**config.mk**
```make
export PLATFORM = sky130hd
export DESIGN_NAME = cir_aux_status
export DESIGN_NICKNAME = d
export VERILOG_FILES = /design/src/rtl/cir_aux_status.sv
export SDC_FILE = /design/constraint.sdc
export NUM_CORES = 1
export LEC_CHECK = 0
export ABC_AREA = 1
export CORE_UTILIZATION = 34
export DETAILED_ROUTE_END_ITERATION = 16
export PLACE_DENSITY = 0.81
export SKIP_CTS_REPAIR_TIMING = 1
export SLEW_MARGIN = 0
export SYNTH_ARGS = -nofsm -noshare
export SYNTH_HDL_FRONTEND = slang
export SYNTH_SLANG_ARGS = --single-unit
```
**constraint.sdc**
```tcl
create_clock -name clk -period 2.6 [get_ports clk]
set_input_delay 0.52 -clock clk [delete_from_list [all_inputs] [get_ports clk]]
set_output_delay 0.52 -clock clk [all_outputs]
set_load 0.01 [all_outputs]
```
**src/rtl/cir_aux_status.sv**
```systemverilog
`timescale 1ns/1ps
module cir_aux_status #(
  parameter int MODE_W = 3,
  parameter logic [MODE_W-1:0] CIR_MODE = MODE_W'(2)
) (
  input  logic              clk,
  input  logic              rst_n,
  input  logic              ext_mode,
  input  logic [MODE_W-1:0] mode_sel,
  input  logic              reg_sel,
  input  logic              reg_wr,
  input  logic              reg_rd,
  input  logic [7:0]        wdata,
  output logic [7:0]        rdata,
  input  logic              txf_wr,
  input  logic              tx_drain,
  input  logic              rxf_rd,
  input  logic              rx_tout,
  input  logic              pulse_det,
  input  logic              tx_srst,
  input  logic              rx_srst,
  output logic              tx_en,
  output logic              rx_en
);
  localparam int B_TOUT = 0;
  localparam int B_EOM  = 2;
  localparam int B_WDG  = 4;
  localparam int B_ACT  = 5;
  localparam int B_UR   = 6;

  logic is_cir, acc_wr, acc_rd, tx_go;
  logic tout_q, eom_q, wdg_q, act_q, ur_q, last_q, stop_q;

  assign is_cir = (mode_sel == CIR_MODE);
  assign acc_wr = reg_sel & reg_wr & ext_mode;
  assign acc_rd = reg_sel & reg_rd & ext_mode;
  assign tx_en  = ~ur_q & ~stop_q;
  assign rx_en  = act_q;
  assign tx_go  = tx_drain & tx_en & is_cir;

  always_comb begin
    rdata = '0;
    if (ext_mode) begin
      rdata[B_TOUT] = tout_q;
      rdata[B_EOM]  = eom_q;
      rdata[B_WDG]  = wdg_q;
      rdata[B_ACT]  = act_q;
      rdata[B_UR]   = ur_q;
    end
  end

  // receive side
  always_ff @(posedge clk or negedge rst_n) begin
    if (!rst_n) begin
      tout_q <= 1'b0;
      wdg_q  <= 1'b0;
      act_q  <= 1'b0;
    end else begin
      if (rx_srst)      tout_q <= 1'b0;
      else if (rx_tout) tout_q <= 1'b1;
      else if (rxf_rd)  tout_q <= 1'b0;

      if (rx_srst || !is_cir) wdg_q <= 1'b0;
      else if (pulse_det)     wdg_q <= 1'b1;
      else if (acc_rd)        wdg_q <= 1'b0;

      if (rx_srst || !is_cir)         act_q <= 1'b0;
      else if (acc_wr && wdata[B_ACT]) act_q <= 1'b0;
      else if (pulse_det)              act_q <= 1'b1;
    end
  end

  // transmit side
  always_ff @(posedge clk or negedge rst_n) begin
    if (!rst_n) begin
      eom_q  <= 1'b0;
      last_q <= 1'b0;
      stop_q <= 1'b0;
      ur_q   <= 1'b0;
    end else if (tx_srst || !is_cir) begin
      eom_q  <= 1'b0;
      last_q <= 1'b0;
      stop_q <= 1'b0;
      ur_q   <= 1'b0;
    end else begin
      if (acc_wr && wdata[B_EOM]) eom_q <= 1'b1;
      else if (txf_wr)            eom_q <= 1'b0;

      if (txf_wr)     last_q <= eom_q;
      else if (tx_go) last_q <= 1'b0;

      if (txf_wr)               stop_q <= 1'b0;
      else if (tx_go && last_q) stop_q <= 1'b1;

      if (acc_wr && wdata[B_UR]) ur_q <= 1'b0;
      else if (tx_go && !last_q) ur_q <= 1'b1;
    end
  end


  ur_cause_chk: assert property (@(posedge clk) disable iff (!rst_n)
    $rose(ur_q) |-> $past(tx_drain && tx_en && !last_q));


  clean_stop_chk: assert property (@(posedge clk) disable iff (!rst_n)
    $rose(stop_q) |-> ($past(last_q && tx_drain) && !ur_q));


  wdg_set_wins_chk: assert property (@(posedge clk) disable iff (!rst_n)
    (pulse_det && is_cir && !rx_srst) |=> wdg_q);


  mode_clear_chk: assert property (@(posedge clk) disable iff (!rst_n)
    !is_cir |=> !(ur_q || eom_q || act_q || wdg_q || stop_q));


  rx_srst_chk: assert property (@(posedge clk) disable iff (!rst_n)
    rx_srst |=> !(tout_q || wdg_q || act_q));


  resume_chk: assert property (@(posedge clk) disable iff (!rst_n)
    (acc_wr && wdata[B_UR] && txf_wr && is_cir && !tx_srst) |=> tx_en);


  rsvd_zero_chk: assert property (@(posedge clk) disable iff (!rst_n)
    (rdata[1] == 1'b0) && (rdata[3] == 1'b0) && (rdata[7] == 1'b0));
endmodule

```
==> impl_metrics.ini <==
[timing]
fin_crit_ns = 2.34
max_clock_freq_ghz = 0.428
finalMaxSlewViolations = 0
setup_viol = 0
rsz0062_at_grt = false
finClkSkew_ns = 0.00298
fin_hold_ws_ns = 0.514
setup-tns-final_ns = 0
finalCritPeriodShare_pct = 89.8
hold_viol_final = 0

[clock_tree]
clk_latency_ns = 0.26
htreeDepth = 1
cts.sinks = 7
cts_root_buf = clkbuf_4
cts_buffer_depth = 2
numCtsBuffers = 3
tritoncts = yes
clk_pin_slew_ns = 0.06

[floorplan]
num_rows = 12
ios = 34
die_w_um = 38.2
core-area_um2 = 1160
die-area_um2 = 1460
die_h_um = 38.2
initial_core_util_pct = 38.5

[synth]
yosys.area.top_type = dfrtp_1
syn_inst = 62
yosys_warnings = 0
yosys-top-cells-count = 16 x nand2_1, 12 x inv_1, 7 x dfrtp_1, 4 x nor2_1
synth.ff_latch_count = 7
ys_seq_area_share_pct = 39.3
synth_ff_type = dfrtp_1
synthDistinctLibCells = 17
synth_top_area_share_pct = 39.3
yosysMostFrequentCell = nand2_1
synth.area.top_cells = dfrtp_1 39%, nand2_1 13%, inv_1 10%, buf_4 5.1%, nand3b_4 4.5%
syn_avg_cell_area_um2 = 7.18
synth_edf_count = 0
syn_area_um2 = 445
synthArstFlopShare_pct = 100

[detailed_routing]
drcViolationCount = 0
highest_layer = met4
routed_wl_um = 936
routedWlPerCell_um = 9.00
wl_met3_um = 75
met2WireLength_um = 409
drtPass1Iterations = 4
via_count = 440
met1Wirelength_um = 426
initialDrtViolationCount = 8
avgViaCountPerCell = 4.23
ant_nets = 0

[run]
maxCapViolations = 0

[critical_path]
critPathRequiredTime_ns = 2.08
reg2regPathDepth = 5
r2r-start = ur_q$_DFFE_PN0P_
start_kind = primary input
crit_fanout = 8
arrival_ns = 1.82
r2r-end = ur_q$_DFFE_PN0P_
r2r_slack_ns = 1.66
cp-end-kind = output port
path_class = primary input to output port

[cells_and_area]
area_growth_pct = 62.9
diodes = 0
layout-drive-gt1-share_pct = 13.3
layout.nets = 115
nFillCells = 104

[power_and_ir_drop]
vdd.ir_drop.worst_v = 0.000207
p_per_area_nw_per_um2 = 368
p_leak_nw = 0.376

[placed_design]
finalWeightedCongestion = 0.762
port_buffers = 25
dp.final_hpwl_um = 785

[run_status]
status = complete, no violations

[global_route]
grt_max_degree = 9
grt_pass1_vias = 385
grt_pass1_wl_um = 1520
grt_usage_pct = 16.2
gr-total-overflow = 0
antenna_found_initial = 0

[worst_hold_path]
hp-class = primary input to asynchronous set/reset pin
[worst max-delay path, stage by stage]
cell and delay (ns):
clkdlybuf4s50_1 0.62, nand2_1 0.08, inv_1 0.06, clkdlybuf4s50_1 0.52
[through the flow]
stage          instances  instance area [um^2]  utilization [%]  total power [mW]  worst slack (ns)
6_report             104                   726             62.8             0.267             0.265
3_5_place_dp         100                   698             60.4             0.166             0.274
3_3_place_gp         100                   698             60.4             0.165             0.276
4_1_cts              104                   726             62.8             0.269             0.262
5_1_grt              104                   726             62.8             0.279             0.188
2_1_floorplan         64                   453                -             0.132              1.45
[how the worst max path moves through the flow]
stage                           to  startpoint  slack, ns  cells past startpoint
after floorplan           rdata[5]    ext_mode       1.45                      2
after global placement    rdata[2]    ext_mode       0.28                      4
after detailed placement  rdata[2]    ext_mode       0.27                      4
after CTS                 rdata[2]    ext_mode       0.26                      4
after global routing      rdata[5]    ext_mode       0.19                      4
final                     rdata[2]    ext_mode       0.26                      4
[flip-flops by register name (all words and copies together), names as in the netlist]
register  cells
eom_q         1
last_q        1
rx_en         1
stop_q        1
tout_q        1
ur_q          1
wdg_q         1
[area by class of cell]
cell class	instances	area [um^2]	share of cell area (%)
Multi-Input combinational cell	39	199	27.4
Clock buffer	3	22.5	3.10
Timing Repair Buffer	25	250	34.5
Sequential cell	7	175	24.1
Tap cell	14	17.5	2.41
Inverter	15	56.3	7.76
Clock inverter	1	5.00	0.690
[power by group]
group          internal (mW)  switching [mW]  leakage (nW)
registers              0.111         0.00107        0.0962
logic                 0.0319          0.0202         0.262
clock network         0.0565          0.0466        0.0177
total                  0.199          0.0679         0.376
[kinds of logic after synthesis]
logic type | count (synthesis) | synth area share (%)
AO/OA/AOI/OAI | 6 | 7.58
buffers and inverters | 18 | 17.7
flip-flops | 7 | 39.3
AND/OR/NAND/NOR | 30 | 34.6
other | 1 | 0.842
[per-layer routing]
layer	vias to the layer above	track usage, %
li1	235	-
met1	177	20.3
met2	24	23.3
met3	4	3.49
met4	0	13.4
met5	-	0
[layout by cell type, fill, tap and decap left out]
| cell | synthesis | routed |
|---|---|---|
| clkinv_2 | 0 | 1 |
| conb_1 | 1 | 3 |
| nand3_1 | 3 | 3 |
| inv_1 | 12 | 12 |
| o21ai_1 | 2 | 2 |
| a21oi_1 | 3 | 3 |
| nor2_4 | 1 | 1 |
| nand4_1 | 1 | 1 |
| a21oi_2 | 1 | 1 |
| nand2_1 | 16 | 16 |
| nand3b_4 | 1 | 1 |
| clkdlybuf4s50_1 | 0 | 25 |
| dfrtp_1 | 7 | 7 |
| and3_1 | 1 | 1 |
| nor2_2 | 2 | 2 |
| inv_2 | 3 | 3 |
| nand3b_1 | 1 | 1 |
| clkbuf_4 | 0 | 3 |
| nor2_1 | 4 | 4 |
Note: power is estimated with default switching activity, not from simulation.
